## src/rtl/lbist_pkg.sv

```systemverilog
package lbist_pkg;
  typedef enum logic [1:0] {
    PH_IDLE  = 2'd0,
    PH_SHIFT = 2'd1,
    PH_CAPT  = 2'd2,
    PH_CHECK = 2'd3
  } phase_e;
endpackage

```

## src/rtl/lbist_prpg.sv

```systemverilog
module lbist_prpg #(
  parameter int          SIG_W    = 16,
  parameter int          N_CHAINS = 4,
  parameter logic [15:0] POLY     = 16'hB400,
  parameter logic [15:0] SEED     = 16'hACE1
) (
  input  logic                clk,
  input  logic                rst_n,
  input  logic                load_i,
  input  logic                adv_i,
  output logic [N_CHAINS-1:0] taps_o
);
  localparam int STRIDE = SIG_W / N_CHAINS;

  logic [SIG_W-1:0] state_q;
  logic [SIG_W-1:0] state_nx;

  always_comb begin
    state_nx = {1'b0, state_q[SIG_W-1:1]};
    if (state_q[0]) state_nx = state_nx ^ SIG_W'(POLY);
  end

  always_ff @(posedge clk or negedge rst_n) begin
    if (!rst_n)      state_q <= SIG_W'(SEED);
    else if (load_i) state_q <= SIG_W'(SEED);
    else if (adv_i)  state_q <= state_nx;
  end

  for (genvar g = 0; g < N_CHAINS; g++) begin : g_tap
    assign taps_o[g] = state_q[g*STRIDE];
  end

  AST_PRPG_NONZERO: assert property (@(posedge clk) disable iff (!rst_n)
    state_q != '0);
  AST_PRPG_HOLD: assert property (@(posedge clk) disable iff (!rst_n)
    (!load_i && !adv_i) |=> $stable(state_q));
endmodule

```

## src/rtl/lbist_misr.sv

```systemverilog
module lbist_misr #(
  parameter int          SIG_W    = 16,
  parameter int          N_CHAINS = 4,
  parameter logic [15:0] POLY     = 16'hB400
) (
  input  logic                clk,
  input  logic                rst_n,
  input  logic                clr_i,
  input  logic                en_i,
  input  logic [N_CHAINS-1:0] data_i,
  output logic [SIG_W-1:0]    sig_o
);
  localparam int STRIDE = SIG_W / N_CHAINS;

  logic [SIG_W-1:0] sig_q;
  logic [SIG_W-1:0] inject;
  logic [SIG_W-1:0] sig_nx;

  always_comb begin
    inject = '0;
    for (int c = 0; c < N_CHAINS; c++) inject[c*STRIDE] = data_i[c];
    sig_nx = {1'b0, sig_q[SIG_W-1:1]};
    if (sig_q[0]) sig_nx = sig_nx ^ SIG_W'(POLY);
    sig_nx = sig_nx ^ inject;
  end

  always_ff @(posedge clk or negedge rst_n) begin
    if (!rst_n)     sig_q <= '0;
    else if (clr_i) sig_q <= '0;
    else if (en_i)  sig_q <= sig_nx;
  end

  assign sig_o = sig_q;

  AST_MISR_HOLD: assert property (@(posedge clk) disable iff (!rst_n)
    (!clr_i && !en_i) |=> $stable(sig_q));
  AST_MISR_CLEAR: assert property (@(posedge clk) disable iff (!rst_n)
    clr_i |=> (sig_q == '0));
endmodule

```

## src/rtl/lbist_seq.sv

```systemverilog
module lbist_seq
  import lbist_pkg::*;
#(
  parameter int CHAIN_LEN = 8,
  parameter int PAT_W     = 12
) (
  input  logic             clk,
  input  logic             rst_n,
  input  logic             start_i,
  input  logic [PAT_W-1:0] pat_count_i,
  output logic             accept_o,
  output logic             shift_o,
  output logic             compact_o,
  output logic             check_o
);
  localparam int BW = (CHAIN_LEN > 1) ? $clog2(CHAIN_LEN) : 1;
  localparam logic [BW-1:0] LAST_BIT = BW'(CHAIN_LEN - 1);

  phase_e           ph_q;
  logic [BW-1:0]    bit_q;
  logic [PAT_W-1:0] done_pat_q;
  logic [PAT_W-1:0] total_q;

  assign accept_o  = (ph_q == PH_IDLE) && start_i;
  assign shift_o   = (ph_q == PH_SHIFT);
  assign compact_o = shift_o && (done_pat_q != '0);
  assign check_o   = (ph_q == PH_CHECK);

  always_ff @(posedge clk or negedge rst_n) begin
    if (!rst_n) begin
      ph_q       <= PH_IDLE;
      bit_q      <= '0;
      done_pat_q <= '0;
      total_q    <= '0;
    end else begin
      case (ph_q)
        PH_IDLE: if (start_i) begin
          ph_q       <= PH_SHIFT;
          bit_q      <= '0;
          done_pat_q <= '0;
          total_q    <= pat_count_i;
        end
        PH_SHIFT: if (bit_q == LAST_BIT) begin
          bit_q <= '0;
          ph_q  <= (done_pat_q == total_q) ? PH_CHECK : PH_CAPT;
        end else begin
          bit_q <= bit_q + 1'b1;
        end
        PH_CAPT: begin
          done_pat_q <= done_pat_q + 1'b1;
          ph_q       <= PH_SHIFT;
        end
        default: ph_q <= PH_IDLE;
      endcase
    end
  end

  AST_CAPT_ONE_CYCLE: assert property (@(posedge clk) disable iff (!rst_n)
    (ph_q == PH_CAPT) |=> (ph_q == PH_SHIFT));
  AST_CHECK_AFTER_SHIFT: assert property (@(posedge clk) disable iff (!rst_n)
    (ph_q == PH_CHECK) |-> ($past(ph_q) == PH_SHIFT));
  AST_PAT_BOUND: assert property (@(posedge clk) disable iff (!rst_n)
    (ph_q != PH_IDLE) |-> (done_pat_q <= total_q));
endmodule

```

## src/rtl/lbist_engine.sv

```systemverilog
module lbist_engine #(
  parameter int          N_CHAINS  = 4,
  parameter int          CHAIN_LEN = 8,
  parameter int          SIG_W     = 16,
  parameter int          PAT_W     = 12,
  parameter logic [15:0] POLY      = 16'hB400,
  parameter logic [15:0] SEED      = 16'hACE1
) (
  input  logic                clk,
  input  logic                rst_n,
  input  logic                start_i,
  input  logic [PAT_W-1:0]    pat_count_i,
  input  logic [N_CHAINS-1:0] chain_mask_i,
  input  logic [SIG_W-1:0]    expect_sig_i,
  output logic                scan_en_o,
  output logic [N_CHAINS-1:0] scan_in_o,
  input  logic [N_CHAINS-1:0] scan_out_i,
  output logic                done_o,
  output logic                pass_o
);
  logic                accept;
  logic                shift;
  logic                compact;
  logic                check;
  logic [N_CHAINS-1:0] mask_q;
  logic [SIG_W-1:0]    expect_q;
  logic [SIG_W-1:0]    sig;
  logic                done_q;
  logic                pass_q;

  lbist_seq #(.CHAIN_LEN(CHAIN_LEN), .PAT_W(PAT_W)) u_seq (
    .clk(clk), .rst_n(rst_n), .start_i(start_i), .pat_count_i(pat_count_i),
    .accept_o(accept), .shift_o(shift), .compact_o(compact), .check_o(check)
  );

  lbist_prpg #(.SIG_W(SIG_W), .N_CHAINS(N_CHAINS), .POLY(POLY), .SEED(SEED)) u_prpg (
    .clk(clk), .rst_n(rst_n), .load_i(accept), .adv_i(shift), .taps_o(scan_in_o)
  );

  lbist_misr #(.SIG_W(SIG_W), .N_CHAINS(N_CHAINS), .POLY(POLY)) u_misr (
    .clk(clk), .rst_n(rst_n), .clr_i(accept), .en_i(compact),
    .data_i(scan_out_i & ~mask_q), .sig_o(sig)
  );

  always_ff @(posedge clk or negedge rst_n) begin
    if (!rst_n) begin
      mask_q   <= '0;
      expect_q <= '0;
      done_q   <= 1'b0;
      pass_q   <= 1'b0;
    end else if (accept) begin
      mask_q   <= chain_mask_i;
      expect_q <= expect_sig_i;
      done_q   <= 1'b0;
      pass_q   <= 1'b0;
    end else if (check) begin
      done_q   <= 1'b1;
      pass_q   <= (sig == expect_q);
    end
  end

  assign scan_en_o = shift;
  assign done_o    = done_q;
  assign pass_o    = pass_q;

  AST_START_CLEARS: assert property (@(posedge clk) disable iff (!rst_n)
    accept |=> (!done_o && !pass_o));
  AST_DONE_HOLDS: assert property (@(posedge clk) disable iff (!rst_n)
    (done_o && !start_i) |=> done_o);
  AST_PASS_NEEDS_DONE: assert property (@(posedge clk) disable iff (!rst_n)
    pass_o |-> done_o);
  AST_NO_SHIFT_WHEN_DONE: assert property (@(posedge clk) disable iff (!rst_n)
    scan_en_o |-> !done_o);
endmodule

```

## config.mk

```make
export PLATFORM = sky130hd
export DESIGN_NAME = lbist_engine
export DESIGN_NICKNAME = d
export VERILOG_FILES = /design/src/rtl/lbist_pkg.sv /design/src/rtl/lbist_prpg.sv /design/src/rtl/lbist_misr.sv /design/src/rtl/lbist_seq.sv /design/src/rtl/lbist_engine.sv
export SDC_FILE = /design/constraint.sdc
export NUM_CORES = 1
export LEC_CHECK = 0
export BUFFER_PORTS_ARGS = -buffer_cell sky130_fd_sc_hd__buf_2
export CAP_MARGIN = 10
export CORE_MARGIN = 2
export CORE_UTILIZATION = 57
export CTS_CLUSTER_SIZE = 16
export DETAILED_ROUTE_END_ITERATION = 8
export GPL_TIMING_DRIVEN = 0
export PLACE_DENSITY = 0.74
export SLEW_MARGIN = 20
export SYNTH_ARGS = -nofsm -noshare
export SYNTH_HDL_FRONTEND = slang
export SYNTH_SLANG_ARGS = --single-unit
export TNS_END_PERCENT = 100
```

## constraint.sdc

```tcl
create_clock -name clk -period 3.2 [get_ports clk]
set_clock_uncertainty 0.05 [all_clocks]
set_input_delay 0.32 -clock clk [delete_from_list [all_inputs] [get_ports clk]]
set_output_delay 0.32 -clock clk [all_outputs]
set_load 0.005 [all_outputs]
```

==> impl_metrics.toml, run 1 <==
[clocking]
clk_pin_slew_worst_paths_ns = 0.09
cts_tree = "yes"
cts_buffers = 9
htree_num_levels = 3
cts_resized = 0
post_cts_buffers = 0
cts-root-buf = "clkbuf_8"
clock_path_buffers = 2
ctsHoldBuffers = 1
clock-sinks = 83
clk-insertion-delay-late_ns = 0.36

[die]
core_area_mm2 = 0.00672
die_area_mm2 = 0.00758
rows = 30
die_h_um = 87.0
num_io_pins = 46
start_util_pct = 58.5
die_x_um = 87.0

[synthesis]
avgSynthCellArea_um2 = 9.27
ys_top_cells_by_area = "dfrtp_1 48%, nand2_1 15%, dfstp_2 5.3%, xnor2_1 4.7%, xor2_1 3.8%"
ys.warnings.count = 0
yosysSeqAreaShare_pct = 53.1
synth_top_area_share_pct = 47.8
synth_nets = 467
synth.distinct_cells = 39
yosys_register_bits = 83
synth.largest_area_cell = "dfrtp_1"
syn_inst = 424
syn_area_mm2 = 0.00393

[power_and_ir_drop]
ir_drop_mv = 0.430
switching_share_pct = 39.4
combPwrFrac_pct = 37.8
fin_total_pwr_mw = 4.10
power.density_mw_per_mm2 = 916
clkPwrFrac_pct = 16.8
pwr-share-seq_pct = 45.4
p_sw_mw = 1.61
p_int_mw = 2.48
p_leak_nw = 2.23

[layout]
fillCellCount = 558
instances_no_fill = 567
utilization_pct = 66.5
drive_gt1_share_pct = 19.7
layout_common_cells = "159 x nand2_1, 75 x dfrtp_1, 52 x buf_2, 21 x xnor2_1, 20 x nand3_1"
syn_to_final_growth_pct = 13.8
antenna_cells = 0
final_nets = 525
final_common_cell = "nand2_1"

[timing]
relSlewSlack_pct = 60.7
worst_pin_slew_ns = 0.589
hold_violations = 0
slew_viol_final = 0
rsz0062_at_grt = "false"
setup_violations = 0
setup_tns_ns = 0
fmax_mhz = 476
min_period_over_period_pct = 65.7
min_period_ns = 2.10

[global_route]
overflow = 0
grt_pass1_wl_mm = 13.8
antenna_found_initial = 0
grt_usage_pct = 23.4
grt_start_max_net_pins = 46
grt_pass1_vias = 2908

[worst_setup_path]
worstPathArrival_ns = 1.73
crit_required_ns = 2.83
path_class = "reg2out"
endpoint_kind = "output pin"
critPathLaunchType = "flip-flop"
cp_max_fo = 10

[routing]
vias = 3050
drc = 0
drtPass1Iterations = 4
route.antenna.remaining_nets = 0
drt_iter0_markers = 166
wl_per_cell_um = 14.3
viasPerCell = 5.38
drt_wl_total_mm = 8.10

[placed_design]
place_hpwl_mm = 5.88
dp_cells = 550
gp_congestion = 0.869
portBuffers = 45

[run_status]
outcome = "finished clean"

[worst_hold_path]
hp-class = "in2reg"

[job]
drv_cap = 0
==> critical path: stages, from the launching register on <==
cell,delay (ns)
dfrtp_1,0.46
nand2b_1,0.26
inv_1,0.12
clkbuf_1,0.34
buf_2,0.19
==> state kept, by name, indices dropped and copies added, names as in the netlist <==
name / cells
u_seq.ph_q: 2
mask_q: 4
u_misr.sig_o: 16
u_seq.total_q: 12
pass_o: 1
expect_q: 16
done_o: 1
u_seq.done_pat_q: 12
u_prpg.state_q: 16
u_seq.bit_q: 3
==> path summary, 6_finish.rpt <==
check                                               from                               to  slack [ns]  cells past startpoint
hold reg to reg            u_prpg.state_q[9]$_DFFE_PN0P_    u_prpg.state_q[8]$_DFFE_PN0P_        0.42                      2
max in group asynchronous                          rst_n   u_prpg.state_q[15]$_DFFE_PN1P_        2.03                      3
setup reg to reg               u_seq.ph_q[0]$_DFFE_PN0P_      u_misr.sig_o[9]$_DFFE_PN0P_        1.51                      3
min in group asynchronous                          rst_n  u_seq.done_pat_q[0]$_DFFE_PN0P_        0.42                      2
hold / removal                          expect_sig_i[15]         expect_q[15]$_DFFE_PN0P_        0.09                      3
setup / recovery               u_seq.ph_q[1]$_DFFE_PN0P_                        scan_en_o        1.10                      4
==> metal layers <==
metal	global-route usage, %	part of all wire (%)	vias up
met5	0	0	-
met4	7.67	1.5	0
met3	3.13	4.0	12
met2	38.1	50	75
met1	32.7	45	1473
li1	-	-	1490
==> cells in the mapped netlist <==
cell      instances
buf_2             8
or3b_1            1
nand4_1           7
buf_1             2
nand3_2           1
o22ai_1           1
nor4_2            1
a41oi_2           1
buf_4             4
and2_1            2
nor3_1            3
and3_1            2
ha_1              4
o31a_1            1
nand2_1         159
nor4_4            1
a21oi_1           4
nand2b_1          3
o211ai_1          2
nand3_1          20
nor4_1            4
a21o_1            1
inv_1             4
a22o_1            1
o21ai_0          19
clkbuf_2          1
nor3b_2           1
mux2i_1           5
nor2b_1           5
xnor2_1          21
xor2_1           17
dfrtp_1          75
o31ai_1           5
clkbuf_1          9
buf_6             3
dfstp_2           8
nor2_1           13
a211oi_2          4
nor3_2            1
==> through the flow <==
step | hold slack (ns) | worst slack, ns | cell area, um^2
2_1_floorplan | -0.0256 | 1.75 | 3930
3_3_place_gp | 0.399 | 1.12 | 4260
3_5_place_dp | 0.282 | 1.48 | 4290
4_1_cts | 0.0855 | 1.08 | 4470
5_1_grt | 0.0989 | 0.992 | 4470
6_report | 0.0943 | 1.10 | 4470
==> layout make-up <==
type | count | area (um^2) | share of cell area [%]
flip-flops and latches | 83 | 2090 | 46.7
inverters | 4 | 15.0 | 0.336
plain buffers | 27 | 150 | 3.36
repair buffers | 47 | 265 | 5.93
clock inverters | 7 | 51.3 | 1.15
multi-input cells | 310 | 1680 | 37.5
well taps | 80 | 100 | 2.24
clock buffers | 9 | 124 | 2.77
==> power by group through the flow <==
stage	Clock, mW	Sequential [mW]	Combinational (mW)
3_3_place_gp	0	1.86	1.49
5_1_grt	0.740	1.91	1.78
2_1_floorplan	0	1.78	1.20
4_1_cts	0.699	1.86	1.57
6_report	0.689	1.86	1.55
3_5_place_dp	0	1.88	1.56
==> kinds of logic after synthesis <==
kind of cell               share of synthesized area, %
DFF                                                53.1
xor gates and xnor gates                           8.47
and+or+nand+nor                                    24.9
AOI/OAI and AO/OA                                  6.75
muxes                                              1.27
adders and majority gates                          1.27
buffers and inverters                              4.20
(Power assumes the default switching activity.)
==> run 2: changes to the inputs <==
==> constraint.sdc (replaced) <==
create_clock -name clk -period 2.2 [get_ports clk]
set_clock_uncertainty 0.05 [all_clocks]
set_input_delay 0.22 -clock clk [delete_from_list [all_inputs] [get_ports clk]]
set_output_delay 0.22 -clock clk [all_outputs]
set_load 0.005 [all_outputs]
==> run 2 against run 1 <==
  * Utilization is 3.3 points higher
  * Critical path depth did not move
  * Combinational power rose by 48%
  * Non-clock buffer count increased by 22
  * Die area unchanged
  * Count of clock-buffer cells in the layout stayed put
  * First-iteration DRC count shrank 13%
  * Wire length grew 4.4%
  * Sequential share of layout area decreased by 2.2 points
  * Via count grew 3.0%
  * Clock power grew 45%
  * Hold slack lost 0.090 ns
==> impl_metrics.toml, run 2 (synthesis results as in run 1) <==
[die]
die_h_um = 87.0
core_area_mm2 = 0.00672
die_x_um = 87.0
die_area_mm2 = 0.00758
start_util_pct = 58.5
num_io_pins = 46
rows = 30

[layout]
final_nets = 547
instances_no_fill = 589
layout_common_cells = "159 x nand2_1, 75 x dfrtp_1, 52 x buf_2, 23 x dlygate4sd3_1, 21 x xnor2_1"
antenna_cells = 0
final_design_area_no_fill_mm2 = 0.00469
drive_gt1_share_pct = 18.9
utilization_pct = 69.8
syn_to_final_growth_pct = 19.4
final_common_cell = "nand2_1"

[worst_hold_path]
hp-class = "in2reg"
min-delay-start = "chain_mask_i[3]"

[clocking]
cts-root-buf = "clkbuf_8"
clk_pin_slew_worst_paths_ns = 0.09
htree_num_levels = 3
clock_path_buffers = 2
clock-sinks = 83
post_cts_buffers = 0
cts_buffers = 9
clk-insertion-delay-late_ns = 0.36
cts_resized = 0
cts_tree = "yes"

[global_route]
grt_usage_pct = 24.2
grt_start_max_net_pins = 46
grt_pass1_vias = 3001
grt_pass1_wl_mm = 14.2
antenna_found_initial = 0
overflow = 0

[placed_design]
portBuffers = 45
gp_congestion = 0.869
dpl_cell_area_mm2 = 0.00429
dp_cells = 550
pre_cts_ws_ns = 0.509
place_hpwl_mm = 5.88

[power_and_ir_drop]
ir_drop_mv = 0.619
switching_share_pct = 39.4
power.density_mw_per_mm2 = 1280
p_int_mw = 3.63
clkPwrFrac_pct = 16.7
p_sw_mw = 2.36
pwr-share-seq_pct = 45.2
p_leak_nw = 2.33
combPwrFrac_pct = 38.1

[worst_setup_path]
path_class = "reg2out"
endpoint_kind = "output pin"
crit_required_ns = 1.93
worstPathArrival_ns = 1.73
worstSetupEndpoint = "scan_en_o"
cp_max_fo = 10
critPathLaunchType = "flip-flop"
r2r_setup_slack_ns = 0.51
crit_start = "u_seq.ph_q[1]$_DFFE_PN0P_"
rr_startpoint = "u_seq.ph_q[0]$_DFFE_PN0P_"
worstRegToRegCells = 3
reg2reg_to = "u_misr.sig_o[9]$_DFFE_PN0P_"

[timing]
hold_violations = 0
min_period_ns = 2.00
relSlewSlack_pct = 58.8
setup_violations = 0
rsz0062_at_grt = "false"
fin_ws_ns = 0.197
fmax_mhz = 499
worst_pin_slew_ns = 0.617
slew_viol_final = 0
min_period_over_period_pct = 91.0
setup_tns_ns = 0

[routing]
viasPerCell = 5.33
drt_wl_total_mm = 8.45
drc = 0
route.antenna.remaining_nets = 0
wl_per_cell_um = 14.3
drt_iter0_markers = 145
drtPass1Iterations = 4
vias = 3140

[job]
drv_cap = 0

[run_status]
outcome = "finished clean"
## run 2: final cells by class
cell class | instances | area [um^2]
fillers | 520 | 2030
clock inverters | 7 | 51.3
flip-flops and latches | 83 | 2090
multi-input cells | 310 | 1680
inverters | 4 | 15.0
repair buffers | 69 | 485
well taps | 80 | 100
clock buffers | 9 | 124
plain buffers | 27 | 150
## run 2: worst min path at each step
stage / end / depth (start not counted)
final: mask_q[3]$_DFFE_PN0P_ / 3
after global routing: mask_q[3]$_DFFE_PN0P_ / 3
after CTS: mask_q[3]$_DFFE_PN0P_ / 3
after detailed placement: u_seq.done_pat_q[5]$_DFFE_PN0P_ / 1
after global placement: expect_q[0]$_DFFE_PN0P_ / 3
after floorplan: done_o$_DFFE_PN0P_ / 0
## run 2: per-stage QoR
stage / hold WS, ns / power, mW
global route: 0.00934 / 6.48
global placement: 0.358 / 4.87
floorplan: -0.126 / 4.34
finish: 0.00386 / 6.00
detailed placement: 0.182 / 5.00
CTS: 0.000513 / 6.04
## run 2: worst max-delay path, cell delays in order (launching register included)
cell and delay [ns]:
dfrtp_1 0.46, nand2b_1 0.26, inv_1 0.12, clkbuf_1 0.34
buf_2 0.19
## run 2: what timing repair did
item / in CTS / in global routing
hold endpoints to repair: 60 / 0
hold buffers: 23 / 0
setup endpoints to repair: 0 / 0
## run 2: routing by layer
| layer | global-route usage, % | vias to the layer above | wire length, um |
|---|---|---|---|
| li1 | - | 1538 | - |
| met1 | 33.6 | 1520 | 3730 |
| met2 | 39.6 | 69 | 4240 |
| met3 | 3.22 | 13 | 342 |
| met4 | 8.24 | 0 | 136 |
| met5 | 0 | - | 0 |
## run 2: power groups by stage
stage / sequential, mW / combinational, mW / clock [mW]
global route: 2.78 / 2.62 / 1.08
global placement: 2.70 / 2.16 / 0
detailed placement: 2.73 / 2.27 / 0
floorplan: 2.59 / 1.75 / 0
finish: 2.71 / 2.29 / 1.00
CTS: 2.71 / 2.31 / 1.02
==> run 3: changes to the inputs <==
--- a/config.mk
+++ b/config.mk
@@ -11,7 +11,6 @@
 export CORE_UTILIZATION = 57
 export CTS_CLUSTER_SIZE = 16
 export DETAILED_ROUTE_END_ITERATION = 8
-export GPL_TIMING_DRIVEN = 0
 export PLACE_DENSITY = 0.74
 export SLEW_MARGIN = 20
 export SYNTH_ARGS = -nofsm -noshare
==> constraint.sdc (replaced) <==
create_clock -name clk -period 2.5 [get_ports clk]
set_clock_uncertainty 0.05 [all_clocks]
set_input_delay 0.25 -clock clk [delete_from_list [all_inputs] [get_ports clk]]
set_output_delay 0.25 -clock clk [all_outputs]
set_load 0.005 [all_outputs]
==> run 3 against run 2 <==
  * Final area down 7.1%
  * Power shrank 15%
  * Count of clock-buffer cells in the layout unchanged
  * Worst setup slack better by 0.12 ns
  * Via count decreased by 9.4%
  * Sequential share of layout area rose by 3.4 points
  * Non-clock buffer count shrank 44
  * First-iteration DRC count decreased by 0.69%
==> impl_metrics.toml, run 3 (synthesis results as in run 1) <==
[layout]
drive_gt1_share_pct = 18.5
final_common_cell = "nand2_1"
utilization_pct = 64.9
syn_to_final_growth_pct = 10.9
fillCellCount = 572
final_nets = 503
instances_no_fill = 545
layout_common_cells = "159 x nand2_1, 75 x dfrtp_1, 44 x buf_2, 21 x xnor2_1, 20 x nand3_1"
antenna_cells = 0

[clocking]
clock_path_buffers = 2
cts_buffers = 9
htree_num_levels = 3
cts-root-buf = "clkbuf_8"
clk_pin_slew_worst_paths_ns = 0.09
clock-sinks = 83
clk-insertion-delay-late_ns = 0.36
cts_tree = "yes"
cts_resized = 0

[die]
num_io_pins = 46
core_area_mm2 = 0.00672
die_h_um = 87.0
rows = 30
die_x_um = 87.0
start_util_pct = 58.5
die_area_mm2 = 0.00758

[worst_setup_path]
path_class = "reg2out"
critPathBufInv = 2
cpMaxStageDelayCell = "inv_1"
rr_startpoint = "u_seq.ph_q[0]$_DFFE_PN0P_"
crit_chain = "nand2b_1, inv_1, buf_2"
endpoint_kind = "output pin"
crit_required_ns = 2.20
reg2reg_to = "u_seq.bit_q[0]$_DFFE_PN0P_"
critical-path-max-stage-delay_ns = 0.53
r2r_setup_slack_ns = 0.63
worstPathArrival_ns = 1.89
critPathTopFamily = "buffers and inverters"
worstRegToRegCells = 4
critPathLaunchType = "flip-flop"
cp_max_fo = 21

[routing]
wl_met3_um = 219
drt-met1-wl_mm = 3.75
route.antenna.remaining_nets = 0
top_layer = "met4"
wl_per_cell_um = 13.8
wl_met2_mm = 3.40
vias = 2845
viasPerCell = 5.22
drtPass1Iterations = 4
drc = 0
drt_iter0_markers = 144
drt_wl_total_mm = 7.50

[timing]
hold_ws_ns = 0.0218
relSlewSlack_pct = 55.5
fin_ws_ns = 0.312
fmax_mhz = 457
slew_viol_final = 0
hold_violations = 0
rsz0062_at_grt = "false"
setup_violations = 0
setup_tns_ns = 0
worst_pin_slew_ns = 0.667
min_period_ns = 2.19
min_period_over_period_pct = 87.5

[power_and_ir_drop]
ir_drop_mv = 0.519
power.density_mw_per_mm2 = 1160
p_leak_nw = 2.16

[placed_design]
gp_congestion = 0.842
pre_cts_ws_ns = 0.650
place_hpwl_mm = 5.03
portBuffers = 45
dp_cells = 528

[global_route]
grt_pass1_vias = 2722
grt_usage_pct = 22.0
grt_pass1_wl_mm = 12.8
grt_start_max_net_pins = 59
antenna_found_initial = 0
overflow = 0

[worst_hold_path]
hp-class = "in2reg"
whs_path_depth = 3
min-delay-start = "expect_sig_i[4]"
min_to = "expect_q[4]$_DFFE_PN0P_"

[job]
drv_cap = 0

[run_status]
outcome = "finished clean"
run 3: power breakdown:
group	internal, mW	switching [mW]	total (mW)
Sequential	1.94	0.464	2.40
Combinational	0.782	1.03	1.81
Clock	0.363	0.498	0.861
Total	3.08	1.99	5.07
run 3: repair_timing:
action / 4_1_cts / 5_1_grt
buffers inserted: 0 / 0
hold buffers: 1 / 0
endpoints found under the hold margin: 44 / 0
run 3: how the worst max path moves through the flow:
stage / cells after the start / from / end / slack, ns
3_5_place_dp: 4 / u_seq.ph_q[0]$_DFFE_PN0P_ / u_seq.done_pat_q[10]$_DFFE_PN0P_ / 0.65
6_report: 3 / u_seq.ph_q[1]$_DFFE_PN0P_ / scan_en_o / 0.31
4_1_cts: 3 / u_seq.ph_q[1]$_DFFE_PN0P_ / scan_en_o / 0.31
2_1_floorplan: 5 / u_seq.ph_q[0]$_DFFE_PN0P_ / u_seq.done_pat_q[10]$_DFFE_PN0P_ / 1.05
3_3_place_gp: 4 / u_seq.ph_q[0]$_DFFE_PN0P_ / u_seq.done_pat_q[10]$_DFFE_PN0P_ / 0.69
5_1_grt: 3 / u_seq.ph_q[1]$_DFFE_PN0P_ / scan_en_o / 0.19
run 3: area by class of cell:
class	instances	area, um^2	share of cell area [%]
sequential	83	2090	47.9
multi-input combinational	310	1680	38.6
timing repair buffer	52	295	6.78
clock buffer	9	124	2.84
tap	80	100	2.30
clock inverter	7	52.6	1.21
inverter	4	15.0	0.345
run 3: metrics by stage:
stage | power, mW | area [um^2]
5_1_grt | 5.49 | 4360
3_3_place_gp | 4.16 | 4170
4_1_cts | 5.12 | 4360
3_5_place_dp | 4.25 | 4170
2_1_floorplan | 3.81 | 3930
6_report | 5.07 | 4360
run 3: worst reg2reg max path, stage by stage (launching register included):
cell	delay [ns]
dfrtp_1	0.46
or3b_2	0.61
buf_4	0.35
nand3_1	0.19
o31ai_1	0.08
run 3: per-layer routing:
layer | up-vias | global-route usage, %
li1 | 1447 | -
met1 | 1342 | 31.8
met2 | 44 | 33.1
met3 | 12 | 3.89
met4 | 0 | 8.52
met5 | - | 0
